==> config.mk <==
export PLATFORM = sky130hd
export DESIGN_NAME = hv_page_writer
export DESIGN_NICKNAME = d
export VERILOG_FILES = /design/src/rtl/hv_page_writer.sv
export SDC_FILE = /design/constraint.sdc
export NUM_CORES = 1
export LEC_CHECK = 0
export ABC_AREA = 1
export ABC_CLOCK_PERIOD_IN_PS = 3150
export BUFFER_PORTS_ARGS = -buffer_cell sky130_fd_sc_hd__buf_2
export CAP_MARGIN = 30
export CORE_MARGIN = 8
export CORE_UTILIZATION = 35
export DETAILED_ROUTE_END_ITERATION = 8
export SLEW_MARGIN = 20
export SYNTH_ARGS = -nofsm -noshare
export SYNTH_HDL_FRONTEND = slang
export SYNTH_SLANG_ARGS = --single-unit
==> constraint.sdc <==
create_clock -name clk -period 3.15 [get_ports clk]
set_input_delay 0.7875 -clock clk [delete_from_list [all_inputs] [get_ports clk]]
set_output_delay 0.7875 -clock clk [all_outputs]
set_load 0.02 [all_outputs]
==> src/rtl/hv_page_writer.sv <==
module hv_page_writer #(
  parameter int unsigned CLK_HZ     = 8_000_000,
  parameter int unsigned PAGE_WORDS = 16,
  parameter int unsigned ADDR_W     = 10,
  parameter int unsigned TMO_CYC    = 400_000
) (
  input  logic        clk,
  input  logic        rst_n,
  input  logic        start,
  input  logic        skip_erased,
  input  logic        s_valid,
  input  logic [15:0] s_data,
  input  logic        s_last,
  output logic        s_ready,
  input  logic        rdy_bsy,
  output logic        vcc_en,
  output logic        rst_lv_en,
  output logic        rst_hv_en,
  output logic [1:0]  xa,
  output logic        bs1,
  output logic [7:0]  pdata,
  output logic        xtal1,
  output logic        wr_n,
  output logic        done,
  output logic        err
);
  localparam int unsigned PG_W = $clog2(PAGE_WORDS);
  localparam int unsigned T_PWR = int'((64'd60 * 64'(CLK_HZ) + 64'd999_999) / 64'd1_000_000);
  localparam int unsigned T_RLV = int'((64'd20 * 64'(CLK_HZ) + 64'd999_999) / 64'd1_000_000);
  localparam int unsigned T_RHV = int'((64'd10 * 64'(CLK_HZ) + 64'd999_999) / 64'd1_000_000);

  typedef enum logic [4:0] {
    S_IDLE, S_PWR, S_RLV, S_RHV, S_CMD, S_WORD, S_AL, S_DL, S_DH,
    S_DECIDE, S_AH, S_WRP, S_BSYG, S_BSYW, S_NEXT, S_NOP, S_DONE, S_ERR
  } st_t;

  st_t               st;
  logic [31:0]       cnt;
  logic              ph;
  logic [ADDR_W-1:0] waddr;
  logic [15:0]       wdat;
  logic              last_q;
  logic              dirty;
  logic              hi_vld;
  logic [7:0]        hi_q;

  logic [15:0] waddr16;
  logic        is_ld;
  logic        eop;
  assign waddr16 = 16'(waddr);
  assign eop     = (&waddr[PG_W-1:0]) || last_q;
  assign is_ld   = (st == S_CMD) || (st == S_AL) || (st == S_DL) ||
                   (st == S_DH)  || (st == S_AH) || (st == S_NOP);

  assign vcc_en    = !(st == S_IDLE || st == S_DONE || st == S_ERR);
  assign rst_lv_en = (st == S_RLV);
  assign rst_hv_en = vcc_en && st != S_PWR && st != S_RLV;
  assign xtal1     = is_ld && ph;
  assign wr_n      = (st != S_WRP);
  assign s_ready   = (st == S_WORD);
  assign done      = (st == S_DONE);
  assign err       = (st == S_ERR);

  always_comb begin
    xa = 2'b00; bs1 = 1'b0; pdata = 8'h00;
    case (st)
      S_CMD: begin xa = 2'b10; pdata = 8'h10; end
      S_NOP: begin xa = 2'b10; pdata = 8'h00; end
      S_AL:  pdata = waddr16[7:0];
      S_AH:  begin bs1 = 1'b1; pdata = waddr16[15:8]; end
      S_DL:  begin xa = 2'b01; pdata = wdat[7:0]; end
      S_DH:  begin xa = 2'b01; bs1 = 1'b1; pdata = wdat[15:8]; end
      default: ;
    endcase
  end

  always_ff @(posedge clk or negedge rst_n) begin
    if (!rst_n) begin
      st <= S_IDLE; cnt <= '0; ph <= 1'b0; waddr <= '0; wdat <= '0;
      last_q <= 1'b0; dirty <= 1'b0; hi_vld <= 1'b0; hi_q <= '0;
    end else begin
      case (st)
        S_IDLE: if (start) begin st <= S_PWR; cnt <= '0; end
        S_PWR:
          if (cnt == T_PWR - 1) begin st <= S_RLV; cnt <= '0; end
          else cnt <= cnt + 1;
        S_RLV:
          if (cnt == T_RLV - 1) begin st <= S_RHV; cnt <= '0; end
          else cnt <= cnt + 1;
        S_RHV:
          if (cnt == T_RHV - 1) begin
            st <= S_CMD; cnt <= '0; ph <= 1'b0;
            waddr <= '0; dirty <= 1'b0; hi_vld <= 1'b0;
          end else cnt <= cnt + 1;
        S_CMD, S_AL, S_DL, S_DH, S_AH, S_NOP:
          if (!ph) ph <= 1'b1;
          else begin
            ph <= 1'b0;
            case (st)
              S_CMD: st <= S_WORD;
              S_AL:  st <= S_DL;
              S_DL:  st <= S_DH;
              S_DH:  begin st <= S_DECIDE; dirty <= 1'b1; end
              S_AH:  begin st <= S_WRP; hi_vld <= 1'b1; hi_q <= waddr16[15:8]; end
              default: st <= S_DONE;
            endcase
          end
        S_WORD:
          if (s_valid) begin
            wdat   <= s_data;
            last_q <= s_last;
            st     <= (skip_erased && s_data == 16'hFFFF) ? S_DECIDE : S_AL;
          end
        S_DECIDE:
          if (eop && dirty)
            st <= (hi_vld && hi_q == waddr16[15:8]) ? S_WRP : S_AH;
          else st <= S_NEXT;
        S_WRP:  begin st <= S_BSYG; cnt <= '0; end
        S_BSYG: st <= S_BSYW;
        S_BSYW:
          if (rdy_bsy) begin dirty <= 1'b0; st <= S_NEXT; end
          else if (cnt == TMO_CYC - 1) st <= S_ERR;
          else cnt <= cnt + 1;
        S_NEXT: begin
          waddr <= waddr + 1'b1;
          st    <= last_q ? S_NOP : S_WORD;
        end
        default: ;
      endcase
    end
  end
endmodule

==> results by group, run 1 <==
Cells and area
  • Final #Nets: 843
  • Share of layout cells above drive strength 1: 11.4%
  • Ant. Diodes: 0
  • Area Growth Syn to Fin: 13.1%
  • Filler instances: 1566

Synth
  • Top-count cell post-synth: nand2_1
  • Predominant post-synthesis flop cell: dfrtp_1
  • Dominant cell type by area after synthesis: dfrtp_1
  • Mapped Cells: 779
  • Seq/Total Area, Yosys: 33.9%
  • Synth Area per Inst: 6.55 µm²
  • Ys Warns: 0
  • Post-synth EDFFs: 0
  • Synth top cells by count: nand2_1 (275), nor2_1 (112), inv_1 (85), dfrtp_1 (69), nand3_1 (55)
  • Syn nets: 804
  • Area contributors post-synth: dfrtp_1 (34%), nand2_1 (20%), nor2_1 (8.2%)
  • Mapped Area: 5100 µm²
  • Seq cells post-synth: 69
  • Synth async-reset ratio: 100%
  • Cell variety after synth: 37
  • Top cell type's share of synthesized area: 33.9%

Pwr
  • PD cells: 338 nW/µm²
  • PnR Total Power: 1.95 mW
  • Max VDD drop: 0.297 mV
  • Leak Pwr: 2.79 nW

Drt
  • Via density: 5.13
  • DR iter-0 viols: 352
  • Drc violations: 0
  • Vias: 5162
  • First-pass detailed-route iteration total: 7
  • Wirelength, routed: 15200 µm
  • DR WL/cell: 15.1 µm
  • Post-route ant nets: 0

Timing
  • Setup violators final: 0
  • Clk_skew: 7.57 ps
  • Fin crit period: 2890 ps
  • Max-slew violation count: 0
  • FMAX: 346 MHz
  • WHS: 389 ps
  • Unrepaired setup endpoints after global routing: false
  • Slew @ Worst Pin: 642 ps
  • Final-report hold violation count: 0
  • Rel. slew slack: 57.0%
  • Post-Route Setup TNS: 0 ps
  • Crit share post-route: 91.6%

Placement
  • Dpl hpwl: 11300 µm
  • I/O Buffers: 41
  • Gpl congestion: 0.935

Critical path
  • Slowest stage delay, CP: 440 ps
  • Crit path cell chain: inv_1 -> nand3_2 -> nor2_2 -> nand2_1 -> o2111ai_1 -> buf_2
  • Crit Path Category: reg2out
  • Crit. End Element: output pin
  • CP max stage cell: dfrtp_1
  • WP data required: 2360 ps
  • Setup crit start kind: flip-flop
  • CP arrival: 2100 ps
  • Max Fanout on Critical Path: 11
  • Internal reg-to-reg setup slack: 590 ps

Clock network
  • CTS buffer count: 9
  • CTS tree: built
  • # clock sinks: 69
  • CTS hold repair buffers: 0
  • Cts repair resizes: 0
  • Clock Latency Late Sink: 350 ps
  • Post-CTS setup buffer count: 0
  • CTS max path bufs: 2
  • Clk root buf: clkbuf_16
  • Htree depth: 3
  • Clk slew on worst S/H paths: 60 ps

GRT
  • Grt total ovfl: 0
  • GR Util All Layers: 17.0%
  • Initial antenna violation count: 0
  • Number of global-route vias before repair: 5003
  • Largest net degree at the start of global routing: 70
  • First-pass GRT wire length: 25000 µm

Run
  • Max Cap Viol: 0

Status
  • Status: finished clean

Floorplanning
  • IO Pins: 42
  • Initial core utilization: 35.5%
  • Die area: 18700 µm²
  • Die height: 137 µm
  • Row Count: 44
  • Area of the core: 14400 µm²
  • Die width: 137 µm

Hold path
  • HP Class: in2async
==> metal layers <==
metal / routed length (µm) / track usage, % / vias up
li1: - / - / 2588
met1: 6670 / 20.4 / 2422
met2: 7550 / 29.1 / 131
met3: 725 / 3.85 / 21
met4: 274 / 6.16 / 0
met5: 0 / 0 / -
==> cells by family (layout without fill, tap and decap cells) <==
family          after synthesis  count (layout)  share of synthesized area (%)
mux                          15              15                           3.31
simple gates                474             474                           38.5
fa+ha+maj                     2               2                          0.491
compound gates               96              96                           12.2
xor+xnor                     17              17                           2.92
flops                        69              69                           33.9
buf+inv                     106             150                           8.74
==> metrics by stage <==
stage	area (µm²)	worst slack, ps	utilization, %	cells
after floorplan	5100	596	-	779
after detailed placement	5450	621	37.9	990
after CTS	5750	274	40.0	1006
final	5770	264	40.1	1007
after global placement	5450	642	37.9	990
after global routing	5770	110	40.1	1007
==> final timing paths <==
check | start | to | depth (start not counted)
max in group asynchronous | rst_n | waddr[1]$_DFFE_PN0P_ | 2
min | rst_n | cnt[21]$_DFFE_PN0P_ | 1
min reg2reg | dirty$_DFFE_PN0P_ | dirty$_DFFE_PN0P_ | 2
max | st[4]$_DFFE_PN0P_ | pdata[1] | 6
min in group clk | dirty$_DFFE_PN0P_ | dirty$_DFFE_PN0P_ | 2
max reg2reg | st[4]$_DFFE_PN0P_ | cnt[16]$_DFFE_PN0P_ | 11
==> state kept, by name (all words and copies together) (netlist names) <==
register and cells:
cnt 32, dirty 1, hi_q 2, hi_vld 1, last_q 1, ph 1
st 5, waddr 10, wdat 16
==> power breakdown <==
group	total (mW)	internal [mW]	switching, mW
clock	1.02	0.615	0.406
combinational	0.0410	0.0142	0.0267
sequential	0.887	0.887	0
==> placed cells by master (no fill, tap or decap), types with 2 or more instances in the layout <==
| cell type | netlist | layout |
|---|---|---|
| o21bai_1 | 2 | 2 |
| ha_1 | 2 | 2 |
| clkinvlp_4 | 0 | 3 |
| buf_4 | 2 | 5 |
| nor3_1 | 6 | 6 |
| buf_2 | 8 | 40 |
| o2111ai_1 | 3 | 3 |
| dfrtp_1 | 69 | 69 |
| mux2_2 | 15 | 15 |
| nor2_1 | 112 | 112 |
| inv_1 | 85 | 85 |
| o21ai_1 | 2 | 2 |
| o211ai_1 | 29 | 29 |
| clkbuf_1 | 4 | 2 |
| xor2_1 | 16 | 16 |
| a41oi_1 | 6 | 6 |
| inv_2 | 3 | 3 |
| clkbuf_16 | 0 | 9 |
| nand3_1 | 55 | 55 |
| nand3_2 | 4 | 4 |
| a21oi_1 | 5 | 5 |
| o21ai_0 | 36 | 36 |
| nand2_2 | 3 | 3 |
| nand2_1 | 275 | 275 |
| nor2_2 | 3 | 3 |
| nand4_1 | 8 | 8 |
| nor2_4 | 3 | 3 |
| o22ai_1 | 9 | 9 |
==> critical path: cells and delay by family (launching register included) <==
kind | cells | cell delay [ps]
buf+inv | 2 | 500
compound gates | 1 | 120
simple gates | 3 | 700
flops | 1 | 440
==> layout make-up <==
type	instances	area, µm²	share of cell area [%]
clock buffer	11	233	4.04
tap	184	230	3.99
multi-input combinational	604	2930	50.8
inverter	88	330	5.73
clock inverter	5	61.3	1.06
sequential	69	1730	29.9
timing repair buffer	46	258	4.47
(Power assumes the default switching activity.)
==> inputs of run 2 (changes only) <==
Settings changed: ABC_CLOCK_PERIOD_IN_PS 3150 to not set, BUFFER_PORTS_ARGS -buffer_cell sky130_fd_sc_hd__buf_2 to not set, CORE_MARGIN 8 to not set, DONT_BUFFER_PORTS set to 1.
==> results by group, run 2 (same netlist as run 1, synthesis figures left out) <==
Critical path
  • Max Fanout on Critical Path: 11 (unchanged)
  • Launch point of the worst reg-to-reg path: st[4]$_DFFE_PN0P_
  • Most used cell, CP: inv_1
  • Reg-to-reg endpoint: cnt[23]$_DFFE_PN0P_
  • Crit path cell chain: inv_1 -> nand3_2 -> inv_1 -> nand2_1 -> nand4_1 -> inv_1 -> nor2_1
  • Slowest stage delay, CP: 420 ps (-20 ps)
  • Crit Path Category: reg2out
  • Setup crit start kind: flip-flop
  • Crit. End Element: output pin
  • Internal reg-to-reg setup slack: 650 ps (+60 ps)
  • CP max stage cell: dfrtp_1
  • CP arrival: 2090 ps (about the same)
  • WP data required: 2360 ps (about the same)
  • FF-to-FF path depth: 10 (-1)

GRT
  • Initial antenna violation count: 0 (unchanged)
  • Grt total ovfl: 0 (unchanged)
  • First-pass GRT wire length: 24300 µm (-2.7%)
  • Number of global-route vias before repair: 4872 (-2.6%)
  • Largest net degree at the start of global routing: 70 (unchanged)
  • GR Util All Layers: 21.1% (+4.1 points)

Drt
  • Vias: 4937 (-4.4%)
  • Drc violations: 0 (unchanged)
  • DR iter-0 viols: 369 (+4.8%)
  • First-pass detailed-route iteration total: 5 (-2)
  • DR WL/cell: 15.3 µm (+1.3%)
  • Wirelength, routed: 14800 µm (-2.9%)
  • Post-route ant nets: 0 (unchanged)
  • Via density: 5.11 (-0.30%)

Cells and area
  • Ant. Diodes: 0 (unchanged)
  • Most common cell after layout, fill and taps aside: nand2_1
  • Commonest cells after routing, fill and taps aside: nand2_1 (275), nor2_1 (112), inv_1 (85)
  • Final #Nets: 806 (-4.4%)
  • Share of layout cells above drive strength 1: 7.51% (-3.9 points)
  • Biggest register: cnt
  • Area Growth Syn to Fin: 9.25%
  • Largest register FFs: 32 (unchanged)
  • Largest registers: cnt: 32 flops, wdat: 16 flops, waddr: 10 flops
  • Design Area, Final: 5570 µm² (-3.4%)

Floorplanning
  • Area of the core: 14000 µm² (-2.3%)
  • Die width: 123 µm (-10%)
  • Die area: 15100 µm² (-19%)
  • Die height: 123 µm (-10%)
  • Initial core utilization: 36.3% (+0.83 points)
  • Row Count: 43 (-2.3%)
  • IO Pins: 42 (unchanged)

Timing
  • Unrepaired setup endpoints after global routing: false
  • Setup violators final: 0 (unchanged)
  • Fin crit period: 2880 ps (-7.34 ps)
  • Post-Route Setup TNS: 0 ps (unchanged)
  • Clk_skew: 9.76 ps (+2.18 ps)
  • WHS: 130 ps (-260 ps)
  • Final-report hold violation count: 0 (unchanged)
  • Rel. slew slack: 55.5% (-1.5 points)
  • Max-slew violation count: 0 (unchanged)
  • Crit share post-route: 91.4% (-0.23 points)
  • FMAX: 347 MHz (+0.25%)
  • Slew @ Worst Pin: 667 ps (+25.7 ps)

Placement
  • I/O Buffers: 0 (-100%)
  • Placed Area: 5280 µm² (-3.2%)
  • Dpl hpwl: 11100 µm (-2.0%)
  • Gpl congestion: 0.940 (+0.54%)

Hold path
  • HP Class: in2async

Run
  • Max Cap Viol: 0 (unchanged)

Clock network
  • # clock sinks: 69 (unchanged)
  • CTS buffer count: 9 (unchanged)
  • Post-CTS setup buffer count: 0 (unchanged)
  • Htree depth: 3 (unchanged)
  • Clk root buf: clkbuf_16
  • Cts repair resizes: 0 (unchanged)
  • Clk slew on worst S/H paths: 70 ps (about the same)
  • CTS hold repair buffers: 0 (unchanged)
  • CTS max path bufs: 2 (unchanged)
  • CTS tree: built
  • Clock Latency Late Sink: 350 ps (about the same)

Status
  • Status: finished clean

Pwr
  • Leak Pwr: 2.64 nW (-5.5%)
  • PD cells: 344 nW/µm² (+1.9%)
  • Max VDD drop: 0.353 mV (+19%)
## run 2: cell count changes in the layout (fill, tap and decap cells not counted), moves of 2 or more
cell and change:
buf_2 -40, buf_4 +4, clkbuf_1 -2, clkinvlp_4 -3, inv_6 +4, inv_8 +3
## run 2: critical path: cells and delay by family (launching register included)
family / cells / cell delay, ps
buf+inv: 3 / 500
flops: 1 / 420
simple gates: 4 / 810
## run 2: layout make-up
class / count / area, µm²
Inverter: 88 / 330
Tap cell: 180 / 225
Clock inverter: 7 / 68.8
Clock buffer: 9 / 225
Timing Repair Buffer: 9 / 67.6
Fill cell: 1515 / 8470
Multi-Input combinational cell: 604 / 2930
Sequential cell: 69 / 1730
## run 2: stage by stage
step	worst slack [ps]	util, %	cells	power, mW
2_1_floorplan	596	-	779	0.906
3_3_place_gp	603	37.6	950	0.907
3_5_place_dp	660	37.6	950	0.907
4_1_cts	261	39.7	966	1.95
5_1_grt	82.4	39.7	966	1.98
6_report	271	39.7	966	1.92
## run 2: worst max-delay path by stage
stage	startpoint	end	slack (ps)
global route	st[4]$_DFFE_PN0P_	xtal1	80
global placement	st[0]$_DFFE_PN0P_	pdata[0]	600
CTS	st[4]$_DFFE_PN0P_	xtal1	260
finish	st[4]$_DFFE_PN0P_	xtal1	270
floorplan	st[3]$_DFFE_PN0P_	rst_hv_en	600
detailed placement	st[3]$_DFFE_PN0P_	pdata[1]	660
## run 2: per-layer routing
layer / track usage (%) / up-vias / routed length, µm
met5: 0 / - / 0
met4: 8.31 / 0 / 389
met3: 4.69 / 26 / 646
met2: 36.1 / 127 / 7210
met1: 25.5 / 2263 / 6540
li1: - / 2521 / -
## run 2: power by group
group          internal [mW]  switching (mW)  leakage, nW
clock                  0.561           0.466        0.147
sequential             0.886               0        0.865
combinational        0.00191         0.00205         1.63
